`src/rtl/sreg_pkg.sv`:
```
// Shared types for the flash status byte generator.
// Assumes the sequencer encodes its state in three bits as listed below.
package sreg_pkg;

    typedef enum logic [2:0] {
        OPM_IDLE      = 3'd0,
        OPM_PROG      = 3'd1,
        OPM_ERS_WIN   = 3'd2,
        OPM_ERS_RUN   = 3'd3,
        OPM_SUSP      = 3'd4,
        OPM_PROG_FAIL = 3'd5,
        OPM_ERS_FAIL  = 3'd6,
        OPM_RSVD      = 3'd7
    } opm_e;

    typedef enum logic [1:0] {
        POLL_ZERO = 2'd0,
        POLL_INV  = 2'd1,
        POLL_ONE  = 2'd2
    } poll_e;

    typedef struct packed {
        logic  sel_all;     // every read returns status
        logic  sel_erasing; // only reads in erasing blocks return status
        logic  tog6_en;     // read toggle bit advances
        logic  tog2_ers;    // erase toggle advances inside erasing blocks
        logic  tog2_fail;   // erase toggle advances inside failed blocks
        logic  err;         // failure flag
        logic  started;     // erase has left its selection window
        poll_e poll;        // polling bit source
    } sreg_ctl_t;

    localparam int unsigned BIT_POLL  = 7;
    localparam int unsigned BIT_TOG   = 6;
    localparam int unsigned BIT_ERR   = 5;
    localparam int unsigned BIT_START = 3;
    localparam int unsigned BIT_ATOG  = 2;

endpackage

```
`src/rtl/sreg_mode_decode.sv`:
```
// Decodes the sequencer mode into per-bit controls for the status byte.
// Assumes the mode is stable for the cycle it is decoded in; code 7 acts as idle.
module sreg_mode_decode
    import sreg_pkg::*;
(
    input  opm_e      mode,
    output sreg_ctl_t ctl
);

    // Map each mode to its select, toggle and fixed-bit behaviour.
    always_comb begin
        ctl = '{sel_all: 1'b0, sel_erasing: 1'b0, tog6_en: 1'b0,
                tog2_ers: 1'b0, tog2_fail: 1'b0, err: 1'b0,
                started: 1'b0, poll: POLL_ZERO};
        case (mode)
            OPM_PROG: begin
                ctl.sel_all = 1'b1;
                ctl.tog6_en = 1'b1;
                ctl.poll    = POLL_INV;
            end
            OPM_ERS_WIN: begin
                ctl.sel_all  = 1'b1;
                ctl.tog6_en  = 1'b1;
                ctl.tog2_ers = 1'b1;
            end
            OPM_ERS_RUN: begin
                ctl.sel_all  = 1'b1;
                ctl.tog6_en  = 1'b1;
                ctl.tog2_ers = 1'b1;
                ctl.started  = 1'b1;
            end
            OPM_SUSP: begin
                ctl.sel_erasing = 1'b1;
                ctl.tog2_ers    = 1'b1;
                ctl.started     = 1'b1;
                ctl.poll        = POLL_ONE;
            end
            OPM_PROG_FAIL: begin
                ctl.sel_all = 1'b1;
                ctl.tog6_en = 1'b1;
                ctl.err     = 1'b1;
                ctl.poll    = POLL_INV;
            end
            OPM_ERS_FAIL: begin
                ctl.sel_all   = 1'b1;
                ctl.tog6_en   = 1'b1;
                ctl.tog2_fail = 1'b1;
                ctl.err       = 1'b1;
                ctl.started   = 1'b1;
            end
            default: ;
        endcase
    end

endmodule

```
`src/rtl/sreg_blk_lookup.sv`:
```
// Tells whether a block index falls on a set bit of a block mask.
// Assumes indices at or above NUM_BLKS address no block and so never hit.
module sreg_blk_lookup #(
    parameter int unsigned NUM_BLKS = 11,
    parameter int unsigned IDX_W    = 4
) (
    input  logic [IDX_W-1:0]    idx,
    input  logic [NUM_BLKS-1:0] mask,
    output logic                hit
);

    logic [NUM_BLKS-1:0] match;

    // One comparator per block; at most one can match.
    for (genvar g = 0; g < NUM_BLKS; g++) begin : g_blk
        assign match[g] = (idx == IDX_W'(g)) && mask[g];
    end

    assign hit = |match;

endmodule

```
`src/rtl/sreg_toggle_bit.sv`:
```
// One status toggle bit: inverts on a completed read when enabled.
// Assumes the strobe is a one-cycle pulse per read; reset is synchronous, active low.
module sreg_toggle_bit (
    input  logic clk,
    input  logic rst_n,
    input  logic strobe,
    input  logic en,
    output logic q
);

    // Advance on each enabled read completion.
    always_ff @(posedge clk) begin
        if (!rst_n)
            q <= 1'b0;
        else if (strobe && en)
            q <= ~q;
    end

    // an enabled read flips the bit.
    a_r4_r7_flip: assert property (@(posedge clk) disable iff (!rst_n)
        (strobe && en) |=> (q != $past(q)));

    // without an enabled read the bit holds.
    a_r4_r7_hold: assert property (@(posedge clk) disable iff (!rst_n)
        !(strobe && en) |=> $stable(q));

endmodule

```
`src/rtl/flash_status_gen.sv`:
```
// Builds the status byte returned on reads during program/erase activity
// and the select that chooses it over array data.
// Assumes mode, block index and masks are steady while rd_done is sampled.
module flash_status_gen
    import sreg_pkg::*;
#(
    parameter int unsigned NUM_BLKS = 11,
    parameter int unsigned IDX_W    = 4
) (
    input  logic                clk,
    input  logic                rst_n,
    input  logic [2:0]          op_mode,
    input  logic                rd_done,
    input  logic [IDX_W-1:0]    rd_blk,
    input  logic [NUM_BLKS-1:0] erase_mask,
    input  logic [NUM_BLKS-1:0] fail_mask,
    input  logic                prog_d7,
    output logic [7:0]          status,
    output logic                status_sel
);

    localparam int unsigned IDX_SPAN = 1 << IDX_W;

    opm_e      mode;
    sreg_ctl_t ctl;
    logic      ers_hit;
    logic      fail_hit;
    logic      tog6_q;
    logic      tog2_q;
    logic      tog2_en;
    logic      poll_bit;

    assign mode = opm_e'(op_mode);

    sreg_mode_decode u_dec (
        .mode (mode),
        .ctl  (ctl)
    );

    sreg_blk_lookup #(.NUM_BLKS(NUM_BLKS), .IDX_W(IDX_W)) u_ers_lu (
        .idx  (rd_blk),
        .mask (erase_mask),
        .hit  (ers_hit)
    );

    sreg_blk_lookup #(.NUM_BLKS(NUM_BLKS), .IDX_W(IDX_W)) u_fail_lu (
        .idx  (rd_blk),
        .mask (fail_mask),
        .hit  (fail_hit)
    );

    // Erase toggle advances in erasing blocks, or failed blocks after an erase error.
    assign tog2_en = (ctl.tog2_ers && ers_hit) || (ctl.tog2_fail && fail_hit);

    sreg_toggle_bit u_tog6 (
        .clk    (clk),
        .rst_n  (rst_n),
        .strobe (rd_done),
        .en     (ctl.tog6_en),
        .q      (tog6_q)
    );

    sreg_toggle_bit u_tog2 (
        .clk    (clk),
        .rst_n  (rst_n),
        .strobe (rd_done),
        .en     (tog2_en),
        .q      (tog2_q)
    );

    // Select the polling bit source.
    always_comb begin
        case (ctl.poll)
            POLL_INV: poll_bit = ~prog_d7;
            POLL_ONE: poll_bit = 1'b1;
            default:  poll_bit = 1'b0;
        endcase
    end

    // Assemble the status byte; unused positions read 0.
    always_comb begin
        status            = 8'h00;
        status[BIT_POLL]  = poll_bit;
        status[BIT_TOG]   = tog6_q;
        status[BIT_ERR]   = ctl.err;
        status[BIT_START] = ctl.started;
        status[BIT_ATOG]  = tog2_q;
    end

    // Status over array data: always when busy, only in erasing blocks when suspended.
    assign status_sel = ctl.sel_all || (ctl.sel_erasing && ers_hit);

    initial begin
        a_r10_idx_span: assert (IDX_SPAN >= NUM_BLKS);
    end

    // idle and reserved modes pass array data through.
    a_r2_idle_pass: assert property (@(posedge clk) disable iff (!rst_n)
        (op_mode == 3'd0 || op_mode == 3'd7) |-> !status_sel);

    // program polling returns the complemented datum bit.
    a_r3_prog_poll: assert property (@(posedge clk) disable iff (!rst_n)
        (op_mode == 3'd1) |-> (status[7] == ~prog_d7));

    // failed modes report the error bit.
    a_r5_err_flag: assert property (@(posedge clk) disable iff (!rst_n)
        (op_mode == 3'd5 || op_mode == 3'd6) |-> status[5]);

    // selection window reads bit 3 as 0.
    a_r6_window_low: assert property (@(posedge clk) disable iff (!rst_n)
        (op_mode == 3'd2) |-> !status[3]);

    // after an erase error, reads of good blocks leave bit 2 alone.
    a_r8_good_blk_hold: assert property (@(posedge clk) disable iff (!rst_n)
        (op_mode == 3'd6 && !fail_hit) |=> $stable(tog2_q));

    // an out-of-range index never hits a mask.
    a_r10_out_of_range: assert property (@(posedge clk) disable iff (!rst_n)
        (rd_blk >= IDX_W'(NUM_BLKS)) |-> (!ers_hit && !fail_hit));

endmodule

```
`config.mk`:
```
export PLATFORM = sky130hd
export DESIGN_NAME = flash_status_gen
export DESIGN_NICKNAME = d
export VERILOG_FILES = /design/src/rtl/sreg_pkg.sv /design/src/rtl/sreg_mode_decode.sv /design/src/rtl/sreg_blk_lookup.sv /design/src/rtl/sreg_toggle_bit.sv /design/src/rtl/flash_status_gen.sv
export SDC_FILE = /design/constraint.sdc
export NUM_CORES = 1
export LEC_CHECK = 0
export BUFFER_PORTS_ARGS = -buffer_cell sky130_fd_sc_hd__clkbuf_2
export CAP_MARGIN = 20
export CORE_MARGIN = 2
export CORE_UTILIZATION = 35
export CTS_CLUSTER_SIZE = 28
export DETAILED_ROUTE_END_ITERATION = 6
export PLACE_DENSITY = 0.74
export SLEW_MARGIN = 10
export SYNTH_ARGS = -nofsm -noshare
export SYNTH_HDL_FRONTEND = slang
export SYNTH_SLANG_ARGS = --single-unit
```
`constraint.sdc`:
```
create_clock -name clk -period 1.55 [get_ports clk]
set_input_delay 0.0775 -clock clk [delete_from_list [all_inputs] [get_ports clk]]
set_output_delay 0.0775 -clock clk [all_outputs]
set_load 0.005 [all_outputs]
```
==> impl_metrics.toml, run 1 <==
[run_status]
status = "finished, violations left"
violations = "negative setup slack"

[layout]
fin_area_um2 = 863
syn2layout_area_growth_pct = 55.1
antenna_cells = 0
drive_gt1_frac = 0.487
nNetsFinal = 157

[sta]
report.final.slew_viol_count = 0
period_share = 1.03
max_freq_mhz = 629
worst_clock_skew_ns = 0
final_hold_viol_count = 0
rsz0062_at_grt = "true"
post-route-min-period_ns = 1.59
setup_violations = 1
worst_slack_ns = -0.0397
hold_ws_ns = 0.0924

[worst_setup_path]
crit_family = "simple AND/OR/NAND/NOR gates"
cp_data_arrival_time_ns = 1.51
endpoint_kind = "output port"
slowest_delay_ns = 0.53
worstPathMaxFanout = 5
slowest_stage = "or4_4"
crit_chain = "clkbuf_16 -> nor2b_4 -> a32oi_1 -> nor2_1 -> or4_4 -> a311o_1 -> clkbuf_2"
cp-start-kind = "input port"
path_class = "in2out"
crit_buf_inv = 2
critPathRequiredTime_ns = 1.47

[logic_synthesis]
syn_area_um2 = 557
avgSynthCellArea_um2 = 7.63
synth_edf_count = 0
ys_async_sr_fraction = 0
syn_inst = 73
yosysWarnings = 0
yosysUniqueCellTypes = 35
synth_seq_area_share = 0.0719
synthFlopType = "dfxtp_1"
ys_seq_elements = 2

[global_routing]
grt_max_degree = 13
grt_pass1_wl_um = 2610
antenna_found_initial = 0
gr-total-overflow = 0
grt_util_all_layers = 0.183
grt_pass1_vias = 673

[floorplanning]
dieHeight_um = 43.9
rows = 14
initial_core_util = 0.370
die_area_um2 = 1930
die_w_um = 43.9
coreArea_um2 = 1510
io_pins = 42

[cts]
clock_latency_ns = 0.24
cts_buffers = 3
clk_pin_slew_ns = 0.03
cts.sinks = 2
cts.path.max_buffers = 2
root_buffer = "clkbuf_4"
tritoncts = "built"
htreeDepth = 1

[placement]
globalplace.congestion = 0.760
port_buffers = 38
postPlaceCellArea_um2 = 769
place_hpwl_um = 1270

[power]
p_leak_nw = 0.463
peakVddDrop_mv = 0.170
powerDensity_nw_per_um2 = 440

[drt]
drtIter0Drc = 18
drtAntennaViolNets = 0
drt_wl_total_um = 1570
wire_per_inst_um = 11.8
vias = 696
first_pass_iters = 4
viasPerCell = 5.23
route.detailed.drc = 0

[worst_hold_path]
hold_path_class = "in2reg"

[job]
cap_violations = 0
-- routing by layer --
layer | routed length, um | GRT usage | vias to the layer above
met1 | 577 | 0.166 | 306
met3 | 125 | 0.0333 | 3
met2 | 839 | 0.368 | 36
li1 | - | - | 351
met5 | 0 | 0 | -
met4 | 27 | 0.103 | 0
-- path summary, 6_finish.rpt --
path | from | endpoint | slack [ns] | depth (start not counted)
worst max-delay path | rd_blk[1] | status_sel | -0.04 | 7
worst min-delay path | rst_n | u_tog6.q | 0.09 | 2
worst max register to register | u_tog6.q | u_tog6.q | 0.87 | 2
worst min register to register | u_tog2.q | u_tog2.q | 0.48 | 2
-- timing repair --
action	in CTS	in global routing
setup buffers	2	0
hold buffers	0	0
resized for setup	9	0
pin swaps	4	2
endpoints found under the setup margin	1	2
-- registers in the layout (all words and copies together) (netlist names) --
| name | cells |
|---|---|
| u_tog2.q | 1 |
| u_tog6.q | 1 |
-- through the flow --
step	setup slack, ns	utilization	TNS [ns]	std cells	power, W
final	-0.0397	0.573	-0.0397	133	0.000380
after global routing	-0.0881	0.573	-0.0881	133	0.000404
after CTS	-0.0399	0.573	-0.0399	133	0.000385
after detailed placement	-0.206	0.511	-0.350	128	0.000236
after global placement	-0.181	0.511	-0.276	128	0.000230
after floorplan	0.0118	-	0	75	0.000166
-- power breakdown --
part / switching, W / internal, W
logic: 0.0000828 / 0.000116
registers: 0.00000300 / 0.0000567
clock network: 0.0000355 / 0.0000858
-- Yosys cell counts (2+ instances only) --
cell type  n  area share
a32oi_1    2       0.031
and3b_1    2       0.031
mux2i_1    3       0.054
a31oi_1    5       0.056
nand2b_1   2       0.022
ha_1       5        0.11
nor2b_1    5       0.056
and3_1     2       0.022
a21oi_1    2       0.018
nor3b_1    4       0.054
nor2_1     2       0.013
dfxtp_1    2       0.072
nand2_1    3       0.020
nand3b_1   2       0.027
o21ai_0    3       0.027
nor4bb_1   2       0.036
inv_1      3       0.020
buf_4      7       0.094
-- layout by cell type, fill, tap and decap left out, types with 3 or more instances in the layout --
cell type | Yosys | final
a31oi_1 | 5 | 5
buf_4 | 7 | 10
clkbuf_2 | 0 | 36
clkbuf_4 | 0 | 3
conb_1 | 1 | 3
ha_1 | 5 | 5
inv_1 | 3 | 3
mux2i_1 | 3 | 3
nand2_1 | 3 | 3
nor2b_1 | 5 | 3
nor3b_1 | 4 | 4
o21ai_0 | 3 | 3
-- cell type report --
cell class	count	area, um^2
Inverter	3	11.3
Tap cell	16	20.0
Timing Repair Buffer	49	314
Sequential cell	2	40.0
Clock buffer	3	22.5
Multi-Input combinational cell	60	455
Fill cell	153	643
-- cells by family (layout without fill, tap and decap cells) --
group	count (synthesis)	count (layout)	synth area share
buffers and inverters	13	55	0.151
multiplexers	3	3	0.0539
flip-flops	2	2	0.0719
AND/OR/NAND/NOR	29	29	0.344
other	1	3	0.00674
AO/OA/AOI/OAI	19	19	0.245
adder cells (fa/ha/maj)	5	5	0.112
XOR/XNOR	1	1	0.0157
(Power assumes the default switching activity.)
==> run 2: changes to the inputs <==
ABC_AREA = 1   (was unset)
CORE_MARGIN = unset   (was 2)
CORE_UTILIZATION = 36   (was 35)
PLACE_DENSITY = 0.75   (was 0.74)
==> impl_metrics.toml, run 2 <==
[sta]
setup_violations = 0
max_freq_mhz = 918
tns_ns = 0
post-route-min-period_ns = 1.09
rsz0062_at_grt = "false"
period_share = 0.703
final_hold_viol_count = 0
worst_clock_skew_ns = 0
worst_slack_ns = 0.461
report.final.slew_viol_count = 0

[worst_setup_path]
crit_chain = "clkbuf_2 -> nor2_2 -> nand3_1 -> nand2_1 -> nor2_2 -> nand3_2 -> nand2_1 -> nand3_1 -> clkbuf_2"
critPathRequiredTime_ns = 1.47
worstPathMaxFanout = 8
cp-start-kind = "input port"
slowest_delay_ns = 0.27
slowest_stage = "nor2_2"
path_class = "in2out"
endpoint_kind = "output port"
cp_data_arrival_time_ns = 1.01

[logic_synthesis]
avgSynthCellArea_um2 = 5.71
yosysUniqueCellTypes = 16
synth.most_common_cell = "nand2_1"
yosysWarnings = 0
synth_top_cell_area_share = 0.191
ys_seq_elements = 2
synthAdderAreaFrac = 0.108
synth_compound_area_frac = 0.0434
synth_top_cell_by_area = "nand3_1"
synthSimpleGateAreaFrac = 0.603
synth_seq_area_share = 0.0694
syn_area_um2 = 577
ys_async_sr_fraction = 0
synth_top_family_by_area = "simple AND/OR/NAND/NOR gates"
synthTopCellsByArea = "nand3_1, nand2_1, ha_1"
synth_common_cells = "nand2_1, nand3_1, inv_1, nor2_2"
syn_inst = 101
synthMuxAreaShare = 0
synthXorXnorAreaFrac = 0
synth_edf_count = 0
synthFlopType = "dfxtp_1"

[drt]
vias = 726
wire_per_inst_um = 8.57
drtIter0Drc = 10
first_pass_iters = 4
drt_wl_total_um = 1320
drtAntennaViolNets = 0
route.detailed.drc = 0
viasPerCell = 4.71

[global_routing]
grt_util_all_layers = 0.149
grt-busiest-layer = "met2"
grtUsageMet1 = 0.188
antenna_found_initial = 0
grtUsageMet2 = 0.275
gr-total-overflow = 0
use_met3 = 0.00431
grt_pass1_wl_um = 2170
grt_pass1_vias = 615
grt_max_degree = 9

[placement]
dp_slack_ns = 0.311
port_buffers = 38
globalplace.congestion = 0.843
place_hpwl_um = 1150

[cts]
root_buffer = "clkbuf_4"
clk_pin_slew_ns = 0.03
cts_buffers = 3
cts_resized = 0
htreeDepth = 1
clock_latency_ns = 0.22
tritoncts = "built"
post_cts_buffers = 0
cts.sinks = 2
cts.path.max_buffers = 2
postCtsHoldBufs = 0

[floorplanning]
die_area_um2 = 1770
rows = 14
die_w_um = 42.0
initial_core_util = 0.383
io_pins = 42
dieHeight_um = 42.0
coreArea_um2 = 1510

[power]
peakVddDrop_mv = 0.148
p_leak_nw = 0.501
power_w = 0.000329
powerDensity_nw_per_um2 = 426

[layout]
reg_top3 = "u_tog2.q: 1 flops, u_tog6.q: 1 flops"
layout_commonest_cell = "clkbuf_2"
drive_gt1_frac = 0.449
nNetsFinal = 178
final_cell_mix = "clkbuf_2, nand2_1, nand3_1, inv_1, nor2_2"
antenna_cells = 0
syn2layout_area_growth_pct = 33.8

[worst_hold_path]
hold_path_class = "in2reg"

[job]
cap_violations = 0

[run_status]
status = "completed"
run 2: changes by cell type in the layout (fill, tap and decap cells not counted), moves of 4 or more:
cell | previous run | this run
nor2_1 | 2 | 6
inv_2 | 0 | 4
inv_1 | 3 | 10
nand2_1 | 3 | 25
buf_4 | 10 | 0
nor3b_1 | 4 | 0
nand3_1 | 1 | 22
nor2_2 | 1 | 8
a31oi_1 | 5 | 0
run 2: worst max-delay path, delay by kind of cell:
family	cells	cell delay, ns
buffers and inverters	2	0.23
AND/OR/NAND/NOR	7	0.70
run 2: path summary, 6_finish.rpt:
kind / start / slack [ns] / cells after the start / end
max: rd_blk[3] / 0.46 / 9 / status_sel
min: rst_n / 0.08 / 3 / u_tog6.q
max reg2reg: u_tog2.q / 0.89 / 3 / u_tog2.q
min reg2reg: u_tog6.q / 0.52 / 2 / u_tog6.q
run 2: area by class of cell:
type / instances / area (um^2)
multi-input cells: 81 / 447
clock buffers: 3 / 22.5
fillers: 160 / 734
inverters: 14 / 52.6
repair buffers: 38 / 190
flip-flops and latches: 2 / 40.0
well taps: 16 / 20.0
run 2: cells by family after synthesis:
group	after synthesis
simple gates	69
buf+inv	20
fa+ha+maj	5
flops	2
other cells	1
compound gates	4
run 2: stage by stage:
stage	cells	hold WS (ns)	util	instance area, um^2
6_report	154	0.0778	0.512	772
5_1_grt	154	0.112	0.512	772
4_1_cts	154	0.0797	0.512	772
3_5_place_dp	151	0.308	0.498	749
3_3_place_gp	151	0.303	0.498	749
2_1_floorplan	103	0.198	-	584
run 2: power by group:
group | total [W] | switching (W) | internal [W]
clock | 0.000112 | 0.0000267 | 0.0000853
combinational | 0.000158 | 0.0000869 | 0.0000708
sequential | 0.0000597 | 0.00000366 | 0.0000560
run 2: metal layers:
metal,part of all wire,up-vias
met2,0.52,23
li1,-,385
met3,0.045,0
met1,0.43,318
met5,0,-
met4,0,0
==> run 3: changes to the inputs <==
ABC_AREA = 0   (was 1)
CORE_UTILIZATION = 35   (was 36)
PLACE_DENSITY = 0.74   (was 0.75)
clock period = 0.9 ns   (was 1.55 ns; I/O delays follow)
==> impl_metrics.toml, run 3 (synthesis gave the netlist of run 1 again) <==
[run_status]
status = "finished, violations left"
violations = "negative setup slack"

[worst_setup_path]
endpoint_kind = "output port"
path_class = "in2out"
critPathRequiredTime_ns = 0.85
worstPathMaxFanout = 7
cp_data_arrival_time_ns = 1.50
slowest_delay_ns = 0.54
cp-start-kind = "input port"
crit_chain = "clkbuf_16 -> nor2b_2 -> a32oi_1 -> nor2_1 -> or4_4 -> a311o_1 -> clkbuf_2"
slowest_stage = "or4_4"

[placement]
dp_slack_ns = -0.773
postPlaceCellArea_um2 = 792
port_buffers = 38
dp.cells = 130
place_hpwl_um = 1140
globalplace.congestion = 0.827

[power]
p_leak_nw = 0.467
powerDensity_nw_per_um2 = 734
peakVddDrop_mv = 0.410
power_w = 0.000666

[cts]
clock_latency_ns = 0.22
clk_pin_slew_ns = 0.03
tritoncts = "built"
htreeDepth = 1
cts.sinks = 2
cts_buffers = 3
cts.path.max_buffers = 2
root_buffer = "clkbuf_4"

[layout]
multiInputGateArea_um2 = 479
reg_top3 = "u_tog2.q: 1 flops, u_tog6.q: 1 flops"
fin_util = 0.609
syn2layout_area_growth_pct = 62.9
fin_area_um2 = 907
register_area_um2 = 40.0
fillers = 142
drive_gt1_frac = 0.538
final_cell_mix = "clkbuf_2, buf_4, a31oi_1, nor3b_1"
layout_commonest_cell = "clkbuf_2"
finalNonFillerCells = 135
antenna_cells = 0
nNetsFinal = 159

[drt]
drt_wl_total_um = 1440
route.detailed.drc = 0
drtAntennaViolNets = 0
vias = 695
first_pass_iters = 2
viasPerCell = 5.15
wire_per_inst_um = 10.7
drtIter0Drc = 4

[sta]
worst_clock_skew_ns = 0
final_hold_viol_count = 0
report.final.slew_viol_count = 0
period_share = 1.72
setup_violations = 2
post-route-min-period_ns = 1.55
max_freq_mhz = 645
rsz0062_at_grt = "true"
worst_slack_ns = -0.650

[job]
cap_violations = 0

[floorplanning]
die_area_um2 = 1750
io_pins = 42
coreArea_um2 = 1490
dieHeight_um = 41.9
die_w_um = 41.9
initial_core_util = 0.374
rows = 14

[global_routing]
grt_max_degree = 13
grt_pass1_wl_um = 2290
grt_pass1_vias = 606
grt_util_all_layers = 0.161
antenna_found_initial = 0
gr-total-overflow = 0

[worst_hold_path]
hold_path_class = "in2reg"
run 3: changes by cell type in the layout (fill, tap and decap cells not counted), moves of 5 or more:
cell,delta
buf_4,+13
clkbuf_2,-5
inv_1,-9
nand2_1,-22
a31oi_1,+5
nor2_2,-7
nand3_1,-21
run 3: final cells by class:
| cell class | count | area share |
|---|---|---|
| clock buffers | 3 | 0.0248 |
| repair buffers | 51 | 0.366 |
| inverters | 3 | 0.0152 |
| well taps | 16 | 0.0221 |
| multi-input cells | 60 | 0.528 |
| flip-flops and latches | 2 | 0.0441 |
run 3: repair_timing:
item,4_1_cts,5_1_grt
buffers inserted,2,0
hold buffers,0,0
gates resized for setup,7,12
pin swaps,6,3
setup endpoints to repair,4,6
run 3: per-layer routing:
layer	global-route usage	part of all wire
met1	0.183	0.41
met2	0.300	0.52
met3	0.0609	0.072
met4	0	0
met5	0	0
run 3: final timing paths:
check / from / end / slack [ns] / cells past startpoint
max: rd_blk[0] / status_sel / -0.65 / 7
min: rst_n / u_tog6.q / 0.06 / 2
max reg2reg: u_tog6.q / u_tog6.q / 0.22 / 2
min reg2reg: u_tog2.q / u_tog2.q / 0.47 / 2
run 3: where the power goes:
part	total [W]	switching [W]	internal (W)
clock network	0.000203	0.0000554	0.000147
logic	0.000360	0.000147	0.000213
registers	0.000103	0.00000492	0.0000977
total	0.000666	0.000208	0.000458
run 3: through the flow:
stage / TNS, ns / hold WS [ns]
6_report: -1.20 / 0.0556
5_1_grt: -1.33 / 0.0534
4_1_cts: -1.24 / 0.0536
3_5_place_dp: -1.78 / 0.288
3_3_place_gp: -1.63 / 0.283
2_1_floorplan: -1.10 / 0.167
run 3: critical path, delay by kind of cell:
family	cells	cell delay (ns)
simple gates	3	0.77
compound gates	2	0.44
buf+inv	2	0.24
